--- src/rtl/memdec_pkg.sv ---
package memdec_pkg;

   // Region picked by the address decoder; held one cycle to steer read data
   typedef enum logic [1:0] {
      SEL_NONE = 2'd0,
      SEL_RAM  = 2'd1,
      SEL_REG  = 2'd2
   } sel_e;

endpackage

--- src/rtl/memdec_decode.sv ---
module memdec_decode
   import memdec_pkg::*;
#(
   parameter int unsigned ADDR_W   = 8,
   parameter int unsigned RAM_AW   = 7,
   parameter int unsigned REG_ADDR = 255
) (
   input  logic [ADDR_W-1:0] addr_i,
   output sel_e              sel_o
);

   localparam int unsigned HI_W = ADDR_W - RAM_AW;
   localparam logic [ADDR_W-1:0] REG_A = ADDR_W'(REG_ADDR);

   // Elaboration-time parameter checks
   generate
      if (RAM_AW >= ADDR_W) begin : g_bad_ram_aw
         $error("memdec_decode: RAM_AW must be smaller than ADDR_W");
      end
      if (REG_ADDR < (2 ** RAM_AW) || REG_ADDR >= (2 ** ADDR_W)) begin : g_bad_reg_addr
         $error("memdec_decode: REG_ADDR must lie in the upper part of the space");
      end
   endgenerate

   logic [HI_W-1:0] hi_bits;
   assign hi_bits = addr_i[ADDR_W-1:RAM_AW];

   always_comb begin
      if (hi_bits == '0) begin
         sel_o = SEL_RAM;
      end else if (addr_i == REG_A) begin
         sel_o = SEL_REG;
      end else begin
         sel_o = SEL_NONE;
      end
   end

endmodule

--- src/rtl/memdec_ram.sv ---
module memdec_ram #(
   parameter int unsigned AW = 7,
   parameter int unsigned DW = 8
) (
   input  logic          clk_i,
   input  logic          rst_i,
   input  logic          en_i,
   input  logic          we_i,
   input  logic [AW-1:0] addr_i,
   input  logic [DW-1:0] wdata_i,
   output logic [DW-1:0] rdata_o
);

   localparam int unsigned DEPTH = 2 ** AW;

   generate
      if (DW == 0) begin : g_bad_dw
         $error("memdec_ram: DW must be non-zero");
      end
   endgenerate

   logic [DW-1:0] mem_q [DEPTH];
   logic [DW-1:0] rd_q;

   always_ff @(posedge clk_i) begin
      if (en_i && we_i) begin
         mem_q[addr_i] <= wdata_i;
      end
   end

   // Write cycle returns the new byte; otherwise the stored one
   always_ff @(posedge clk_i) begin
      if (rst_i) begin
         rd_q <= '0;
      end else if (en_i) begin
         rd_q <= we_i ? wdata_i : mem_q[addr_i];
      end
   end

   assign rdata_o = rd_q;

   AST_RAM_WRITE_DATA: assert property (@(posedge clk_i) disable iff (rst_i)
      (en_i && we_i) |=> (rdata_o == $past(wdata_i)));

   AST_RAM_IDLE_HOLD: assert property (@(posedge clk_i) disable iff (rst_i)
      (!en_i) |=> $stable(rdata_o));

endmodule

--- src/rtl/memdec_out_reg.sv ---
module memdec_out_reg #(
   parameter int unsigned DW = 8
) (
   input  logic          clk_i,
   input  logic          rst_i,
   input  logic          load_i,
   input  logic [DW-1:0] d_i,
   output logic [DW-1:0] q_o
);

   logic [DW-1:0] q_q;

   always_ff @(posedge clk_i) begin
      if (rst_i) begin
         q_q <= '0;
      end else if (load_i) begin
         q_q <= d_i;
      end
   end

   assign q_o = q_q;

   AST_REG_RESET_VALUE: assert property (@(posedge clk_i) disable iff (rst_i)
      $past(rst_i) |-> (q_o == '0));

   AST_REG_LOAD: assert property (@(posedge clk_i) disable iff (rst_i)
      load_i |=> (q_o == $past(d_i)));

   AST_REG_HOLD: assert property (@(posedge clk_i) disable iff (rst_i)
      (!load_i) |=> $stable(q_o));

endmodule

--- src/rtl/memdec_rd_steer.sv ---
module memdec_rd_steer
   import memdec_pkg::*;
#(
   parameter int unsigned DW = 8
) (
   input  logic          clk_i,
   input  logic          rst_i,
   input  sel_e          sel_i,
   input  logic [DW-1:0] ram_rd_i,
   input  logic [DW-1:0] reg_q_i,
   output logic [DW-1:0] rdata_o
);

   sel_e sel_q;

   // Remember which region the address sampled at this edge selected
   always_ff @(posedge clk_i) begin
      if (rst_i) begin
         sel_q <= SEL_NONE;
      end else begin
         sel_q <= sel_i;
      end
   end

   always_comb begin
      unique case (sel_q)
         SEL_RAM: rdata_o = ram_rd_i;
         SEL_REG: rdata_o = reg_q_i;
         default: rdata_o = '0;
      endcase
   end

   AST_STEER_NONE_ZERO: assert property (@(posedge clk_i) disable iff (rst_i)
      (sel_i == SEL_NONE) |=> (rdata_o == '0));

   AST_STEER_RAM_PATH: assert property (@(posedge clk_i) disable iff (rst_i)
      (sel_i == SEL_RAM) |=> (rdata_o == ram_rd_i));

   AST_STEER_REG_PATH: assert property (@(posedge clk_i) disable iff (rst_i)
      (sel_i == SEL_REG) |=> (rdata_o == reg_q_i));

endmodule

--- src/rtl/memdec_top.sv ---
module memdec_top
   import memdec_pkg::*;
#(
   parameter int unsigned ADDR_W   = 8,
   parameter int unsigned DATA_W   = 8,
   parameter int unsigned RAM_AW   = 7,
   parameter int unsigned REG_ADDR = 255
) (
   input  logic              clk_i,
   input  logic              rst_i,
   input  logic [ADDR_W-1:0] addr_i,
   input  logic [DATA_W-1:0] wdata_i,
   input  logic              we_i,
   output logic [DATA_W-1:0] rdata_o,
   output logic [DATA_W-1:0] reg_out_o
);

   localparam logic [ADDR_W-1:0] REG_A = ADDR_W'(REG_ADDR);

   sel_e              sel_now;
   logic              ram_en;
   logic              reg_load;
   logic [DATA_W-1:0] ram_rd;
   logic [DATA_W-1:0] reg_q;

   memdec_decode #(
      .ADDR_W   (ADDR_W),
      .RAM_AW   (RAM_AW),
      .REG_ADDR (REG_ADDR)
   ) u_decode (
      .addr_i (addr_i),
      .sel_o  (sel_now)
   );

   assign ram_en   = (sel_now == SEL_RAM);
   assign reg_load = (sel_now == SEL_REG) && we_i;

   memdec_ram #(
      .AW (RAM_AW),
      .DW (DATA_W)
   ) u_ram (
      .clk_i   (clk_i),
      .rst_i   (rst_i),
      .en_i    (ram_en),
      .we_i    (we_i),
      .addr_i  (addr_i[RAM_AW-1:0]),
      .wdata_i (wdata_i),
      .rdata_o (ram_rd)
   );

   memdec_out_reg #(
      .DW (DATA_W)
   ) u_out_reg (
      .clk_i  (clk_i),
      .rst_i  (rst_i),
      .load_i (reg_load),
      .d_i    (wdata_i),
      .q_o    (reg_q)
   );

   memdec_rd_steer #(
      .DW (DATA_W)
   ) u_steer (
      .clk_i    (clk_i),
      .rst_i    (rst_i),
      .sel_i    (sel_now),
      .ram_rd_i (ram_rd),
      .reg_q_i  (reg_q),
      .rdata_o  (rdata_o)
   );

   assign reg_out_o = reg_q;

   AST_REG_READBACK: assert property (@(posedge clk_i) disable iff (rst_i)
      (addr_i == REG_A) |=> (rdata_o == reg_out_o));

   AST_REG_WRITE_ECHO: assert property (@(posedge clk_i) disable iff (rst_i)
      (addr_i == REG_A && we_i) |=> (rdata_o == $past(wdata_i)));

   AST_UNMAPPED_NO_WRITE: assert property (@(posedge clk_i) disable iff (rst_i)
      (addr_i[ADDR_W-1:RAM_AW] != '0 && addr_i != REG_A) |=> $stable(reg_out_o));

   AST_UNMAPPED_READ_ZERO: assert property (@(posedge clk_i) disable iff (rst_i)
      (addr_i[ADDR_W-1:RAM_AW] != '0 && addr_i != REG_A) |=> (rdata_o == '0));

endmodule

--- config.mk ---
export PLATFORM = sky130hd
export DESIGN_NAME = memdec_top
export DESIGN_NICKNAME = d
export VERILOG_FILES = /design/src/rtl/memdec_pkg.sv /design/src/rtl/memdec_decode.sv /design/src/rtl/memdec_ram.sv /design/src/rtl/memdec_out_reg.sv /design/src/rtl/memdec_rd_steer.sv /design/src/rtl/memdec_top.sv
export SDC_FILE = /design/constraint.sdc
export NUM_CORES = 1
export LEC_CHECK = 0
export CORE_ASPECT_RATIO = 1.2
export CORE_MARGIN = 3
export CORE_UTILIZATION = 24
export DETAILED_ROUTE_END_ITERATION = 16
export DONT_BUFFER_PORTS = 1
export PLACE_DENSITY = 0.42
export SLEW_MARGIN = 15
export SYNTH_ARGS = -nofsm -noshare
export SYNTH_HDL_FRONTEND = slang
export SYNTH_SLANG_ARGS = --single-unit
--- constraint.sdc ---
create_clock -name clk_i -period 3.91 [get_ports clk_i]
set_clock_uncertainty 0.15 [all_clocks]
set_input_delay 0.391 -clock clk_i [delete_from_list [all_inputs] [get_ports clk_i]]
set_output_delay 0.391 -clock clk_i [all_outputs]
set_load 0.03 [all_outputs]
==> out/qor.csv <==
stage,metric,value,unit
die,initial_utilization,0.2428,
timing,grt_setup_unrepaired,false,
critical_path,critPathRequiredTime,4.38,ns
yosys,synth_area,41150,um^2
yosys,syn_nets,2478,
die,io_pins,35,
layout,drive_gt1_frac,0.1600,
place,dp_cells,4715,
layout,seqCellArea,31110,um^2
yosys,async_flop_share,0,
critical_path,crit_fanout,297,
die,die_w,384,um
drt,routed_wl,134800,um
cts,cts.htree.levels,3,
yosys,ys_ff_latch,1042,
place,port_buffers,0,
power,vdd_drop_max,0.0003336,V
layout,layout_common_cells,"1024 x edfxtp_1, 218 x nor2_1, 178 x buf_4",
die,fp.dieH,459.6,um
timing,slew_headroom,0.1866,
critical_path,critPathMaxStageDelay,0.78,ns
cts,tritoncts,built,
place,hpwl,79630,um
cts,cts_buffers,107,
global_route,grt-ovfl-total,0,
cts,cts_root_buffer,clkbuf_16,
drt,wl_per_cell,27.29,um
timing,fin_crit,4.118,ns
die,row_count,165,
global_route,antenna_found_initial,3,
timing,final_max_slew_viol_count,0,
drt,vias,24080,
layout,nets,2614,
timing,clock.fmax,242.8,MHz
layout,multi_input_area,8889,um^2
global_route,grt_pass1_vias,24810,
power,p_leak,15.28,nW
timing,worst_slack,-0.2080,ns
layout,final_area,48380,um^2
power,power_density,497.5,nW/um^2
place,placed_area,44410,um^2
cts,clock-sinks,1042,
critical_path,critPathLaunchType,input pin,
drt,drcViolationCount,0,
yosys,synthDistinctLibCells,75,
cts,clk_pin_slew,0.06,ns
cts,post_cts_buffers,0,
critical_path,critPathArrivalTime,4.59,ns
die,fp.dieArea,176500,um^2
cts,clk_path_buf_depth,3,
layout,antennaDiodeCount,0,
place,gp_congestion,0.8339,
cts,insertion_delay,0.73,ns
drt,antenna_left,0,
timing,setup_viol,1,
yosys,yosys_warnings,0,
critical_path,cp-end-kind,register,
timing,fin_hold_ws,0.04348,ns
timing,hold_violations,0,
yosys,yosys_most_used_dff,edfxtp_1,
critical_path,crit_chain,and2_2 > buf_12 > a22o_1 > a221oi_1 > a21oi_1 > a21oi_1 > a221o_1 > dlygate4sd3_1 > a211oi_2 > dlygate4sd3_1,
yosys,ys_seq_area_frac,0.7560,
yosys,synth_edf_count,1024,
layout,final_core_utilization,0.2854,
layout,fillers,16890,
yosys,syn_inst,2457,
outcome,violations,negative setup slack,
flow_run,cap_violations,0,
timing,finalCritPeriodShare,1.053,
drt,drt_iter0_drc,2368,
timing,tightest_slew,1.220,ns
layout,final_cell_count_no_fill,4941,
outcome,status,"complete, but fails checks",
die,core,169500,um^2
drt,firstDrtPassIters,6,
critical_path,timing_worst_setup_path_type,in -> reg,
global_route,grt_max_degree,298,
critical_path,cp_slowest_cell,and2_2,
yosys,synth.avg_cell_area,16.75,um^2
global_route,track_usage,0.1503,
drt,via_per_inst,4.874,
layout,syn_to_final_growth,17.57,%
global_route,grt_pass1_wl,191000,um
min_path,hp-class,in -> reg,
layout,final_common_cell,edfxtp_1,
==> cell usage after synthesis (all sizes together) (18+ instances only) <==
cell type  count  share of area
inv           25         0.0023
buf          124          0.021
nand2         88         0.0080
mux2i        166          0.040
edfxtp      1024           0.75
dfxtp         18         0.0088
a21oi         56         0.0068
o21ai         82          0.010
nor2         222          0.020
nand3         37         0.0045
a31oi         21         0.0032
nor3          21         0.0026
mux4          41          0.023
a22o          23         0.0049
clkbuf        58         0.0053
a22oi         71          0.013
a221oi       182          0.039
==> metal layers <==
layer	up-vias	share of wire	wire length (um)	GRT usage
met3	235	0.060	8136	0.02462
met1	12650	0.41	55880	0.1934
met2	919	0.48	65230	0.2502
met5	-	0	0	0
met4	0	0.042	5596	0.06270
li1	10280	-	-	-
==> critical path, delay by kind of cell <==
kind,cells,cell delay [ns]
and+or+nand+nor,1,0.78
buffers and inverters,3,1.41
AOI/OAI and AO/OA,6,1.38
==> state kept, by name, summed over array words and instances (netlist names) <==
register and count:
u_ram.rdata_o 8, u_steer.sel_q 2, u_ram.mem_q 1024, u_out_reg.q_o 8
==> cell type report <==
class | count | area share
inverter | 26 | 0.002017
sequential | 1042 | 0.6430
tap | 2254 | 0.05829
timing repair buffer | 209 | 0.03859
multi-input combinational | 1207 | 0.1837
clock inverter | 64 | 0.01438
clock buffer | 139 | 0.05997
==> kinds of logic (layout without fill, tap and decap cells) <==
group	Yosys count	count (layout)	share of synthesized area
compound gates	549	549	0.1011
mux	218	218	0.06619
simple gates	438	438	0.04728
flops	1042	1042	0.7560
fa+ha+maj	2	2	0.0006080
buf+inv	208	438	0.02879
==> path summary, 6_finish.rpt <==
path                            start            endpoint  slack [ns]  cells past startpoint
setup reg to reg  u_ram.mem_q[123][5]    u_ram.rdata_o[5]        0.52                      9
hold / removal             wdata_i[6]  u_ram.mem_q[51][6]        0.04                      1
hold reg to reg      u_out_reg.q_o[1]    u_out_reg.q_o[1]        0.55                      2
setup / recovery            addr_i[2]    u_ram.rdata_o[5]       -0.21                     10
==> through the flow <==
stage / power (mW) / setup TNS, ns / worst slack (ns)
floorplan: 13.23 / 0 / 1.070
global placement: 13.52 / 0 / 0.3186
detailed placement: 13.51 / 0 / 0.3112
CTS: 24.31 / 0 / 0.5508
global route: 24.80 / 0 / 0.2521
finish: 24.07 / -0.2080 / -0.2080
==> report_power, final <==
| part | internal [mW] | leakage, nW | total (mW) | switching, mW |
|---|---|---|---|---|
| clock | 6.15 | 1.76 | 10.5 | 4.36 |
| sequential | 12.3 | 9.35 | 12.3 | 0.0243 |
| combinational | 0.397 | 4.17 | 1.24 | 0.846 |
==> what timing repair did <==
item                                   4_1_cts  5_1_grt
gates resized for setup                      0        0
hold buffers                                21        2
endpoints found under the hold margin     1090        7
No activity file was read; power rests on OpenSTA's default activity.
